$ cat config.mk
export PLATFORM = sky130hd
export DESIGN_NAME = iack_irq_unit
export DESIGN_NICKNAME = d
export VERILOG_FILES = /design/src/rtl/iack_pkg.sv /design/src/rtl/iack_decode.sv /design/src/rtl/ppt_latch.sv /design/src/rtl/iack_irq_unit.sv
export SDC_FILE = /design/constraint.sdc
export NUM_CORES = 1
export LEC_CHECK = 0
export CAP_MARGIN = 20
export CELL_PAD_IN_SITES_DETAIL_PLACEMENT = 0
export CELL_PAD_IN_SITES_GLOBAL_PLACEMENT = 1
export CORE_ASPECT_RATIO = 1.5
export CORE_MARGIN = 2
export CORE_UTILIZATION = 10
export CTS_CLUSTER_SIZE = 10
export DETAILED_ROUTE_END_ITERATION = 8
export PLACE_DENSITY = 0.79
export SETUP_SLACK_MARGIN = 0.2
export SLEW_MARGIN = 10
export SYNTH_ARGS = -nofsm -noshare
export SYNTH_HDL_FRONTEND = slang
export SYNTH_HIERARCHICAL = 1
export SYNTH_SLANG_ARGS = --single-unit
$ cat constraint.sdc
create_clock -name clk -period 1.2 [get_ports clk]
set_clock_uncertainty 0.15 [all_clocks]
set_input_delay 0.12 -clock clk [delete_from_list [all_inputs] [get_ports clk]]
set_output_delay 0.12 -clock clk [all_outputs]
set_load 0.005 [all_outputs]
$ cat src/rtl/iack_pkg.sv
package iack_pkg;

    typedef enum logic [1:0] {
        RT_AUTO = 2'd0,
        RT_SIO0 = 2'd1,
        RT_SIO1 = 2'd2,
        RT_NONE = 2'd3
    } route_e;

    typedef struct packed {
        logic avec_n;
        logic sio0_n;
        logic sio1_n;
    } ack_t;

    localparam ack_t ACK_IDLE = 3'b111;
    localparam int LVL_W = 3;
    localparam int LVL_N = 1 << LVL_W;

    function automatic route_e route_of(input logic [2*LVL_N-1:0] map, input logic [LVL_W-1:0] lvl);
        return route_e'(map[2*lvl +: 2]);
    endfunction

endpackage

$ cat src/rtl/iack_decode.sv
module iack_decode
    import iack_pkg::*;
#(
    parameter int                SPACE_W = 4,
    parameter logic [2*LVL_N-1:0] ROUTE  = 16'h0603
) (
    input  logic               clk,
    input  logic               rst_n,
    input  logic [2:0]         fc,
    input  logic [SPACE_W-1:0] space,
    input  logic [LVL_W-1:0]   lvl,
    input  logic               as_n,
    output logic               hit,
    output ack_t               ack
);

    localparam logic [SPACE_W-1:0] SPACE_ALL = '1;

    ack_t lvl_ack [LVL_N];

    for (genvar g = 0; g < LVL_N; g++) begin : g_lvl
        localparam route_e RT = route_e'(ROUTE[2*g +: 2]);
        assign lvl_ack[g] = '{avec_n: (RT != RT_AUTO),
                              sio0_n: (RT != RT_SIO0),
                              sio1_n: (RT != RT_SIO1)};
    end

    ack_t ack_d, ack_q;

    assign hit = !as_n && (fc == 3'b111) && (space == SPACE_ALL);

    always_comb begin
        ack_d = ack_q;
        if (hit) begin
            ack_d = lvl_ack[lvl];
        end else begin
            ack_d = ACK_IDLE;
        end
    end

    always_ff @(posedge clk) begin
        if (!rst_n) begin
            ack_q <= ACK_IDLE;
        end else begin
            ack_q <= ack_d;
        end
    end

    assign ack = ack_q;

    // strobe released after address strobe is seen high
    assert_release_R7: assert property (@(posedge clk) disable iff (!rst_n)
        as_n |=> (ack_q == ACK_IDLE));

    // any active strobe traces back to a qualified acknowledge cycle
    assert_qualified_R2: assert property (@(posedge clk) disable iff (!rst_n)
        (ack_q != ACK_IDLE) |-> $past(!as_n && (fc == 3'b111) && (space == SPACE_ALL)));

    // never more than one strobe active
    assert_single_R6: assert property (@(posedge clk) disable iff (!rst_n)
        $onehot0(~ack_q));

    // autovector only for levels routed to it
    assert_avec_route_R3: assert property (@(posedge clk) disable iff (!rst_n)
        !ack_q.avec_n |-> (route_of(ROUTE, $past(lvl)) == RT_AUTO));

    // first serial controller only for its level
    assert_sio0_route_R4: assert property (@(posedge clk) disable iff (!rst_n)
        !ack_q.sio0_n |-> (route_of(ROUTE, $past(lvl)) == RT_SIO0));

    // second serial controller only for its level
    assert_sio1_route_R5: assert property (@(posedge clk) disable iff (!rst_n)
        !ack_q.sio1_n |-> (route_of(ROUTE, $past(lvl)) == RT_SIO1));

endmodule

$ cat src/rtl/ppt_latch.sv
module ppt_latch #(
    parameter logic RST_VAL = 1'b1
) (
    input  logic clk,
    input  logic rst_n,
    input  logic evt,
    input  logic clr,
    output logic req
);

    typedef struct packed {
        logic evt_prev;
        logic req;
    } ppt_st_t;

    ppt_st_t st_d, st_q;
    logic    rise;

    assign rise = evt && !st_q.evt_prev;

    always_comb begin
        st_d          = st_q;
        st_d.evt_prev = evt;
        if (rise) begin
            st_d.req = 1'b1;
        end else if (clr) begin
            st_d.req = 1'b0;
        end
    end

    always_ff @(posedge clk) begin
        if (!rst_n) begin
            st_q.evt_prev <= 1'b0;
            st_q.req      <= RST_VAL;
        end else begin
            st_q <= st_d;
        end
    end

    assign req = st_q.req;

    // an event edge always leaves the request set, even against a clear
    assert_set_wins_R10: assert property (@(posedge clk) disable iff (!rst_n)
        (evt && !st_q.evt_prev) |=> req);

    // a clear without a coincident edge drops the request
    assert_clear_R9: assert property (@(posedge clk) disable iff (!rst_n)
        (clr && !(evt && !st_q.evt_prev)) |=> !req);

    // the request only rises because of an event edge
    assert_rise_cause_R8: assert property (@(posedge clk) disable iff (!rst_n)
        $rose(req) |-> $past(evt));

endmodule

$ cat src/rtl/iack_irq_unit.sv
module iack_irq_unit
    import iack_pkg::*;
#(
    parameter int                 ADDR_W      = 32,
    parameter int                 SPACE_LSB   = 16,
    parameter int                 SPACE_W     = 4,
    parameter int                 LVL_LSB     = 1,
    parameter logic [2*LVL_N-1:0] ROUTE       = 16'h0603,
    parameter logic [ADDR_W-1:0]  WIN_MASK    = 32'h0000_F800,
    parameter logic [ADDR_W-1:0]  WIN_BASE    = 32'h0000_0800,
    parameter int                 CLR_BIT     = 1,
    parameter logic               PPT_RST_VAL = 1'b1
) (
    input  logic              clk,
    input  logic              rst_n,
    input  logic [2:0]        cpu_fc,
    input  logic [ADDR_W-1:0] cpu_addr,
    input  logic              cpu_as_n,
    input  logic              per_sel_n,
    input  logic              port_evt,
    input  logic              tick_in,
    output logic              avec_n,
    output logic              sio0_iack_n,
    output logic              sio1_iack_n,
    output logic              irq2_n,
    output logic              irq3_n
);

    typedef struct packed {
        logic tick;
    } top_st_t;

    top_st_t st_d, st_q;
    ack_t    ack;
    logic    iack_hit;
    logic    win_hit;
    logic    ppt_clr;
    logic    ppt_req;

    iack_decode #(
        .SPACE_W (SPACE_W),
        .ROUTE   (ROUTE)
    ) u_decode (
        .clk   (clk),
        .rst_n (rst_n),
        .fc    (cpu_fc),
        .space (cpu_addr[SPACE_LSB +: SPACE_W]),
        .lvl   (cpu_addr[LVL_LSB +: LVL_W]),
        .as_n  (cpu_as_n),
        .hit   (iack_hit),
        .ack   (ack)
    );

    assign win_hit = ((cpu_addr & WIN_MASK) == WIN_BASE);
    assign ppt_clr = !cpu_as_n && !per_sel_n && win_hit && !cpu_addr[CLR_BIT] && !iack_hit;

    ppt_latch #(
        .RST_VAL (PPT_RST_VAL)
    ) u_ppt (
        .clk   (clk),
        .rst_n (rst_n),
        .evt   (port_evt),
        .clr   (ppt_clr),
        .req   (ppt_req)
    );

    always_comb begin
        st_d      = st_q;
        st_d.tick = tick_in;
    end

    always_ff @(posedge clk) begin
        if (!rst_n) begin
            st_q.tick <= 1'b0;
        end else begin
            st_q <= st_d;
        end
    end

    assign avec_n      = ack.avec_n;
    assign sio0_iack_n = ack.sio0_n;
    assign sio1_iack_n = ack.sio1_n;
    assign irq2_n      = !ppt_req;
    assign irq3_n      = !st_q.tick;

    // a timer pulse shows on level 3 one clock later
    assert_tick_fwd_R11: assert property (@(posedge clk) disable iff (!rst_n)
        tick_in |=> !irq3_n);

    // level 3 is quiet unless a pulse was present
    assert_tick_quiet_R11: assert property (@(posedge clk) disable iff (!rst_n)
        !tick_in |=> irq3_n);

    // an access with the clear bit high never drops the request by itself
    assert_keep_R9: assert property (@(posedge clk) disable iff (!rst_n)
        (!irq2_n && cpu_addr[CLR_BIT]) |=> !irq2_n);

endmodule

==> results.py, run 1 <==
metrics = {
    "timing": {
        "grt_setup_unrepaired": "yes",
        "setup_total_negative_slack_ns": 0,
        "final.period_utilization": 0.8720,
        "max_freq_mhz": 955.6,
        "finalCriticalPeriod_ns": 1.046,
        "max_slew_violation_count": 0,
        "setup_ws_final_ns": 0.1536,
        "finalSetupViolations": 0,
        "finalHoldViolations": 0,
        "relative_max_transition_margin": 0.8846,
        "worst_slew_pin_slew_ns": 0.1716,
    },
    "min_path": {
        "hp-start": "cpu_addr[2]",
        "class_of_the_most_critical_hold_timing_path": "in -> reg",
    },
    "cells_and_area": {
        "antennaDiodeCount": 0,
        "syn2layout_area_growth_pct": 127.7,
        "utilization": 0.2395,
        "post_route_cells_drive_above_1_share": 0.5000,
        "net_total_in_the_final_layout": 103,
        "final_cell_count_no_fill": 84,
    },
    "drt": {
        "detailedRoute.firstPassIterationCount": 2,
        "via_density_per_instance": 3.869,
        "route.detailed.wl_per_inst_um": 9.440,
        "detailedRoute.firstIterationViolations": 3,
        "antenna_left": 0,
        "routed_wirelength_um": 793,
        "route.detailed.drc": 0,
        "detailroute.via_count": 325,
    },
    "pwr": {
        "power.static_leakage_nw": 0.3125,
        "power_per_cell_area_nw_per_um2": 799.7,
        "vdd_drop_max_mv": 0.3208,
    },
    "global_route": {
        "grt.overflow.total": 0,
        "track_usage": 0.06183,
        "grt_pass1_wl_um": 1352,
        "grt_pass1_vias": 332,
        "antenna_found_initial": 0,
        "largest_net_degree_at_the_start_of_global_routing": 5,
    },
    "clocking": {
        "cts_made_buffers": 3,
        "clkSlewWorstSetupHoldPaths_ns": 0.05,
        "cts_htree_levels": 1,
        "worst_skew_late_latency_ns": 0.24,
        "ctsLongestPathBuffers": 2,
        "cts_tree": "yes",
        "clock-root-buffer": "clkbuf_4",
        "clock_sinks": 6,
        "cts_hold_buf": 0,
    },
    "yosys": {
        "synthFlopType": "dfxtp_1",
        "synth-edff-count": 0,
        "synth_top_cell_area_share": 0.4660,
        "total_nets_after_synthesis": 66,
        "biggest_area_contributors_in_the_synthesized_netlist": "dfxtp_1 47%, and4b_1 7.8%, and2_1 7.3%",
        "synth_commonest_cells": "6 x dfxtp_1, 4 x inv_1, 3 x and2_1, 2 x and4b_1, 2 x nand3_1",
        "post_synth_inst_count": 25,
        "yosysMostFrequentCell": "dfxtp_1",
        "top_cell_type_by_total_area_after_synthesis": "dfxtp_1",
        "post_synthesis_register_bit_count": 6,
        "mappedNetlistArea_um2": 257.7,
        "syn_avg_cell_area_um2": 10.31,
        "synth_async_sr_flop_share": 0,
        "synth.lib_cells_used.distinct": 13,
        "seq_area_frac_synth": 0.4660,
        "yosysWarningCount": 6,
    },
    "die": {
        "floorplan.die.height_um": 66.18,
        "floorplan.die.width_um": 45.45,
        "initial_utilization": 0.1052,
        "io-pin-count": 46,
        "die_area_um2": 3008,
        "rows": 22,
        "core_um2": 2450,
    },
    "place": {
        "placed_cells_incl_taps": 78,
        "gp_congestion": 0.6054,
        "hpwl_um": 653.6,
        "placement.setup.worst_slack_ns": -0.5210,
        "buffer_ports.inserted": 25,
    },
    "critical_path": {
        "criticalPathCategory": "in -> reg",
        "crit_path_max_incr_delay_ns": 0.41,
        "critPathLaunch": "per_sel_n",
        "startpoint_type": "input port",
        "endpoint_kind": "register",
        "r2r-start": "u_ppt/req",
        "cp.required_ns": 1.17,
        "worstPathArrival_ns": 1.02,
        "crit_path_cell_trace": "clkdlybuf4s50_1 -> nor3_2 -> and4b_1 -> o221ai_2",
        "crit_path_top_delay_cell": "clkdlybuf4s50_1",
        "crit_path_max_fanout": 1,
    },
    "flow_run": {
        "maxCapViolations": 0,
    },
    "outcome": {
        "run_status": "finished, final reports clean",
    },
}
==> state kept, by name, summed over array words and instances (netlist names) <==
register	count
st_q	1
u_ppt/req	1
u_ppt/st_q	1
u_decode/ack	3
==> cells in the final DEF (no fill, tap or decap) <==
master and n:
and2_1 2, and2_4 1, and4_1 1, and4b_1 2, and4b_2 1, and4bb_2 1, buf_2 10, buf_4 7
buf_6 2, clkbuf_2 1, clkbuf_4 3, clkdlybuf4s50_1 6, dfxtp_1 5, dfxtp_2 1, dlygate4sd2_1 1, dlymetal6s2s_1 5
inv_1 4, nand3_1 2, nor2b_1 1, nor3_2 1, nor4_2 1, o2111ai_1 1, o221ai_2 1
==> worst paths after layout <==
kind / endpoint / slack [ns] / cells past startpoint
setup reg to reg: u_ppt/req / 0.46 / 2
hold / removal: u_decode/ack[2] / 0.05 / 2
setup / recovery: u_ppt/req / 0.15 / 4
hold reg to reg: u_ppt/req / 0.32 / 1
==> report_power, final <==
group / total [mW] / switching (mW) / internal [mW]
combinational: 0.0865 / 0.0236 / 0.0629
clock: 0.178 / 0.0650 / 0.113
sequential: 0.205 / 0.00139 / 0.204
total: 0.469 / 0.0900 / 0.379
==> layout make-up <==
class	instances	area (um2)
Tap cell	24	30.03
Timing Repair Buffer	32	261.5
Fill cell	266	1863
Inverter	4	15.01
Multi-Input combinational cell	15	136.4
Clock buffer	3	22.52
Sequential cell	6	121.4
==> cell families (layout without fill, tap and decap cells) <==
group	Yosys count	after routing	share of synthesized area
flip-flops	6	6	0.4660
buffers and inverters	4	39	0.05824
AO/OA/AOI/OAI	2	2	0.09222
AND/OR/NAND/NOR	13	13	0.3835
==> per-stage QoR <==
step                      power [mW]  hold WS [ns]  cell area [um2]
after floorplan               0.2214       0.03596            257.7
after global placement        0.3010        0.3079            568.0
after detailed placement      0.3035        0.3197            568.0
after CTS                     0.4748        0.2353            555.5
after global routing          0.4883       0.08029            586.8
final                         0.4693       0.04662            586.8
==> critical path, delay by kind of cell <==
| family | cells | cell delay, ns |
|---|---|---|
| buffers and inverters | 1 | 0.41 |
| and+or+nand+nor | 2 | 0.40 |
| AOI/OAI and AO/OA | 1 | 0.09 |
==> repair_timing <==
item | in CTS | in global routing
resized for setup | 44 | 11
endpoints found under the hold margin | 0 | 0
pin swaps | 6 | 4
setup buffers | 2 | 1
endpoints found under the setup margin | 9 | 3
==> routing by layer <==
layer	part of all wire	wire length [um]	track usage
met3	0.12	96	0.02186
met4	0.0088	7	0.04412
met5	0	0	0
met2	0.49	390	0.1021
met1	0.38	299	0.06076
(Power assumes the default switching activity.)
==> run 2: changes to the inputs <==
- CORE_MARGIN: 2 -> not set
==> run 2 against run 1 <==
The flow now finishes with violations (DRC). Register-to-register slack worse by 0.02 ns. Sequential power about the same. Utilization down 0.97 points. Sequential share of layout area up 0.87 points. Cell count down 4.8%. Routed wire length down 0.76%. Clock power about the same. Critical endpoint unchanged. Highest routed layer is now met3.
==> results.py, run 2 (synthesis gave the netlist of run 1 again) <==
metrics = {
    "timing": {
        "finalHoldViolations": 0,
        "max_slew_violation_count": 0,
        "setup_total_negative_slack_ns": 0,
        "setup_ws_final_ns": 0.1172,
        "worst_hold_slack_ns": 0.1396,
        "max_freq_mhz": 923.5,
        "relative_max_transition_margin": 0.8607,
        "finalSetupViolations": 0,
        "worst_slew_pin_slew_ns": 0.2090,
        "finalCriticalPeriod_ns": 1.083,
        "final.period_utilization": 0.9023,
        "grt_setup_unrepaired": "yes",
    },
    "min_path": {
        "class_of_the_most_critical_hold_timing_path": "in -> reg",
    },
    "cells_and_area": {
        "final_design_instance_area_without_fill_um2": 563.0,
        "syn2layout_area_growth_pct": 118.4,
        "most_frequent_cells_in_the_layout": "9 x buf_2, 8 x clkdlybuf4s50_1, 5 x dfxtp_1",
        "antennaDiodeCount": 0,
        "final_cell_count_no_fill": 80,
        "utilization": 0.2298,
        "largest_reg_flops": 3,
        "nFillCells": 267,
        "post_route_cells_drive_above_1_share": 0.4821,
        "final_common_cell": "buf_2",
        "net_total_in_the_final_layout": 99,
    },
    "drt": {
        "detailedRoute.firstPassIterationCount": 6,
        "via_density_per_instance": 3.988,
        "detailroute.via_count": 319,
        "route.detailed.wl_per_inst_um": 9.838,
        "antenna_left": 0,
        "detailedRoute.firstIterationViolations": 7,
        "route.detailed.drc": 8,
        "routed_wirelength_um": 787,
    },
    "global_route": {
        "grt_pass1_vias": 280,
        "grt_pass1_wl_um": 1076,
        "largest_net_degree_at_the_start_of_global_routing": 7,
        "grt.overflow.total": 0,
        "antenna_found_initial": 0,
        "grt_busiest_layer": "met2",
        "globalRouteMet3Util": 0.03107,
        "track_usage": 0.05530,
        "grtUsageMet1": 0.05263,
        "grt_use_met2": 0.08333,
    },
    "outcome": {
        "run_status": "complete, but fails checks",
        "failing_checks": "DRC",
    },
    "die": {
        "core_um2": 2450,
        "rows": 22,
        "floorplan.die.width_um": 43.45,
        "io-pin-count": 46,
        "die_area_um2": 2789,
        "floorplan.die.height_um": 64.18,
        "initial_utilization": 0.1052,
    },
    "critical_path": {
        "cp.required_ns": 1.16,
        "critical_path_buf_inv_count": 1,
        "criticalPathCategory": "in -> reg",
        "worstPathArrival_ns": 1.05,
        "crit_path_max_incr_delay_ns": 0.24,
        "startpoint_type": "input port",
        "endpoint_kind": "register",
        "crit_path_max_fanout": 2,
        "cp_top_family": "simple AND/OR/NAND/NOR gates",
        "crit_path_top_delay_cell": "and4b_1",
        "crit_path_cell_trace": "buf_6 -> and4b_2 -> and2_4 -> nor4_4 -> and4b_1 -> o221ai_2",
    },
    "flow_run": {
        "maxCapViolations": 0,
    },
    "clocking": {
        "clock_sinks": 6,
        "cts_tree": "yes",
        "worst_skew_late_latency_ns": 0.24,
        "postCtsSetupBuffers": 0,
        "cts_made_buffers": 3,
        "cts_htree_levels": 1,
        "clock-root-buffer": "clkbuf_4",
        "clkSlewWorstSetupHoldPaths_ns": 0.05,
        "ctsLongestPathBuffers": 2,
    },
    "pwr": {
        "power_per_cell_area_nw_per_um2": 834.9,
        "vdd_drop_max_mv": 0.2296,
        "power.static_leakage_nw": 0.2661,
        "report.power.total_uw": 470.1,
    },
    "place": {
        "buffer_ports.inserted": 25,
        "gp_congestion": 0.6332,
        "placed_area_um2": 560.5,
        "placement.setup.worst_slack_ns": -0.5369,
        "hpwl_um": 606.4,
        "placed_cells_incl_taps": 77,
    },
}
[run 2: routing by layer]
metal | wire, um | vias up
li1 | - | 156
met1 | 262 | 142
met2 | 431 | 21
met3 | 94 | 0
met4 | 0 | 0
met5 | 0 | -
[run 2: repair_timing]
| item | 4_1_cts | 5_1_grt |
|---|---|---|
| setup endpoints to repair | 9 | 2 |
| resized for setup | 45 | 11 |
| endpoints found under the hold margin | 0 | 0 |
| gates cloned | 0 | 0 |
| pin swaps | 7 | 3 |
| hold buffers | 0 | 0 |
[run 2: power breakdown]
| group | leakage (nW) | internal, mW | switching [mW] |
|---|---|---|---|
| registers | 0.0486 | 0.204 | 0.00134 |
| clock network | 0.0138 | 0.113 | 0.0668 |
| logic | 0.204 | 0.0615 | 0.0239 |
| total | 0.266 | 0.378 | 0.0921 |
[run 2: final cells by class]
class                           instances  area (um2)  share of cell area
Clock buffer                            3       22.52             0.04000
Inverter                                4       15.01             0.02667
Multi-Input combinational cell         15       145.1              0.2578
Sequential cell                         6       121.4              0.2156
Tap cell                               24       30.03             0.05333
Timing Repair Buffer                   28       229.0              0.4067
[run 2: path summary, 6_finish.rpt]
check / start / endpoint / slack [ns] / cells after the start
hold reg to reg: u_ppt/st_q[1] / u_ppt/req / 0.32 / 1
hold / removal: rst_n / u_ppt/req / 0.14 / 2
setup / recovery: cpu_addr[16] / u_ppt/req / 0.12 / 6
setup reg to reg: u_ppt/req / u_ppt/req / 0.44 / 2
==> run 3: changes to the inputs <==
- CAP_MARGIN: 20 -> not set
- CORE_UTILIZATION: 10 -> 12
- PLACE_DENSITY: 0.79 -> 0.88
- SKIP_LAST_GASP: not set -> 1
- clock period: 1.2 -> 1.4 ns (I/O delays scaled with it)
==> run 3 against run 2 <==
The run now ends clean. Flip-flop and latch count did not move. Global-route usage rose by 1.6 points. Cell count did not move. Worst hold slack improved by 0.080 ns. Cell area rose by 6.2%. Register-to-register slack improved by 0.20 ns. Non-clock buffer count rose by 2. Count of clock-buffer cells in the layout did not move. Sequential power fell by 14%. Critical path type unchanged. Largest cell class unchanged.
==> results.py, run 3 (synthesis gave the netlist of run 1 again) <==
metrics = {
    "outcome": {
        "run_status": "finished, final reports clean",
    },
    "critical_path": {
        "startpoint_type": "input port",
        "crit_path_max_incr_delay_ns": 0.43,
        "crit_path_top_delay_cell": "clkdlybuf4s50_1",
        "crit_path_max_fanout": 1,
        "endpoint_kind": "register",
        "cp.required_ns": 1.38,
        "criticalPathCategory": "in -> reg",
        "crit_path_cell_trace": "clkdlybuf4s50_1 -> nor4_2 -> and4b_1 -> o221ai_2",
        "worstPathArrival_ns": 1.15,
        "timing.reg2reg.worst_path_depth": 2,
    },
    "clocking": {
        "clock_sinks": 6,
        "worst_skew_late_latency_ns": 0.25,
        "clock-root-buffer": "clkbuf_4",
        "ctsLongestPathBuffers": 2,
        "cts_htree_levels": 1,
        "cts_tree": "yes",
        "cts_made_buffers": 3,
        "clkSlewWorstSetupHoldPaths_ns": 0.04,
    },
    "drt": {
        "antenna_left": 0,
        "detailedRoute.firstPassIterationCount": 3,
        "via_density_per_instance": 4.000,
        "route.detailed.drc": 0,
        "detailroute.via_count": 320,
        "routed_wirelength_um": 775,
        "detailedRoute.firstIterationViolations": 1,
        "route.detailed.wl_per_inst_um": 9.688,
    },
    "die": {
        "floorplan.die.width_um": 39.84,
        "initial_utilization": 0.1272,
        "die_area_um2": 2341,
        "core_um2": 2027,
        "floorplan.die.height_um": 58.76,
        "rows": 20,
        "io-pin-count": 46,
    },
    "global_route": {
        "grt_pass1_vias": 306,
        "antenna_found_initial": 0,
        "grt.overflow.total": 0,
        "globalRouteMet3Util": 0.02264,
        "grt_use_met2": 0.1358,
        "grt_pass1_wl_um": 1069,
        "grt_busiest_layer": "met2",
        "largest_net_degree_at_the_start_of_global_routing": 5,
        "grtUsageMet1": 0.04196,
        "track_usage": 0.07132,
    },
    "pwr": {
        "intPower_uw": 329.0,
        "clockPowerShare": 0.386,
        "vdd_drop_max_mv": 0.1467,
        "switching_share": 0.1987,
        "share_seq_of_total_power": 0.429,
        "power.static_leakage_nw": 0.2698,
        "net-switching-power_uw": 81.61,
        "power_per_cell_area_nw_per_um2": 686.6,
        "combPwrFrac": 0.186,
    },
    "min_path": {
        "class_of_the_most_critical_hold_timing_path": "in -> reg",
        "holdPathStages": 3,
    },
    "timing": {
        "final.period_utilization": 0.8361,
        "grt_setup_unrepaired": "no",
        "finalCriticalPeriod_ns": 1.171,
        "setup_ws_final_ns": 0.2295,
        "finalSetupViolations": 0,
        "finalHoldViolations": 0,
        "max_freq_mhz": 854.3,
        "relative_max_transition_margin": 0.8816,
        "max_slew_violation_count": 0,
        "worst_slew_pin_slew_ns": 0.1762,
    },
    "cells_and_area": {
        "antennaDiodeCount": 0,
        "utilization": 0.2951,
        "nFillCells": 228,
        "final_common_cell": "clkdlybuf4s50_1",
        "most_frequent_cells_in_the_layout": "11 x clkdlybuf4s50_1, 7 x dlygate4sd2_1, 6 x clkdlybuf4s15_1, 6 x dfxtp_1, 5 x buf_4",
        "largest_reg_flops": 3,
        "net_total_in_the_final_layout": 101,
        "syn2layout_area_growth_pct": 132.0,
        "final_cell_count_no_fill": 80,
        "post_route_cells_drive_above_1_share": 0.2241,
    },
    "place": {
        "placement.setup.worst_slack_ns": -0.3497,
        "buffer_ports.inserted": 25,
        "placed_cells_incl_taps": 76,
        "hpwl_um": 656.1,
        "gp_congestion": 0.6719,
    },
    "flow_run": {
        "maxCapViolations": 0,
    },
}
run 3: final cells by class:
type | count | area (um2) | area share
Timing Repair Buffer | 30 | 281.5 | 0.4707
Multi-Input combinational cell | 15 | 131.4 | 0.2197
Sequential cell | 6 | 120.1 | 0.2008
Tap cell | 22 | 27.53 | 0.04603
Clock buffer | 3 | 22.52 | 0.03766
Inverter | 4 | 15.01 | 0.02510
run 3: routing by layer:
layer,vias up,part of all wire,wire (um)
li1,159,-,-
met1,138,0.29,225
met2,20,0.57,445
met3,3,0.094,73
met4,0,0.039,30
met5,-,0,0
run 3: metrics by stage:
step           TNS (ns)  hold slack (ns)  area [um2]  total power [mW]
5_1_grt               0           0.2289       598.1            0.4283
4_1_cts               0           0.3074       571.8            0.4131
3_5_place_dp    -0.3497           0.3116       565.5            0.2604
3_3_place_gp    -0.3063           0.3055       565.5            0.2598
2_1_floorplan         0          0.05596       257.7            0.1897
6_report              0           0.2195       598.1            0.4106
run 3: power groups by stage:
stage | clock network (mW) | registers [mW] | logic (mW)
floorplan | 0 | 0.179 | 0.0111
global placement | 0 | 0.179 | 0.0810
detailed placement | 0 | 0.179 | 0.0814
CTS | 0.165 | 0.176 | 0.0726
global route | 0.170 | 0.176 | 0.0820
finish | 0.158 | 0.176 | 0.0763
run 3: critical path, delay by kind of cell:
family	cells	cell delay, ns
buffers and inverters	1	0.43
AOI/OAI and AO/OA	1	0.09
and+or+nand+nor	2	0.49
run 3: final timing paths:
check	startpoint	end	slack, ns
setup / recovery	cpu_addr[13]	u_ppt/req	0.23
hold / removal	cpu_addr[1]	u_decode/ack[1]	0.22
setup reg to reg	u_ppt/req	u_ppt/req	0.64
hold reg to reg	u_ppt/st_q[1]	u_ppt/req	0.32
run 3: what timing repair did:
item / in CTS / in global routing
pin swaps: 6 / 6
hold buffers: 0 / 0
hold endpoints to repair: 0 / 0
resized for setup: 13 / 9
buffers inserted: 0 / 1
endpoints found under the setup margin: 6 / 1
cloned: 0 / 0
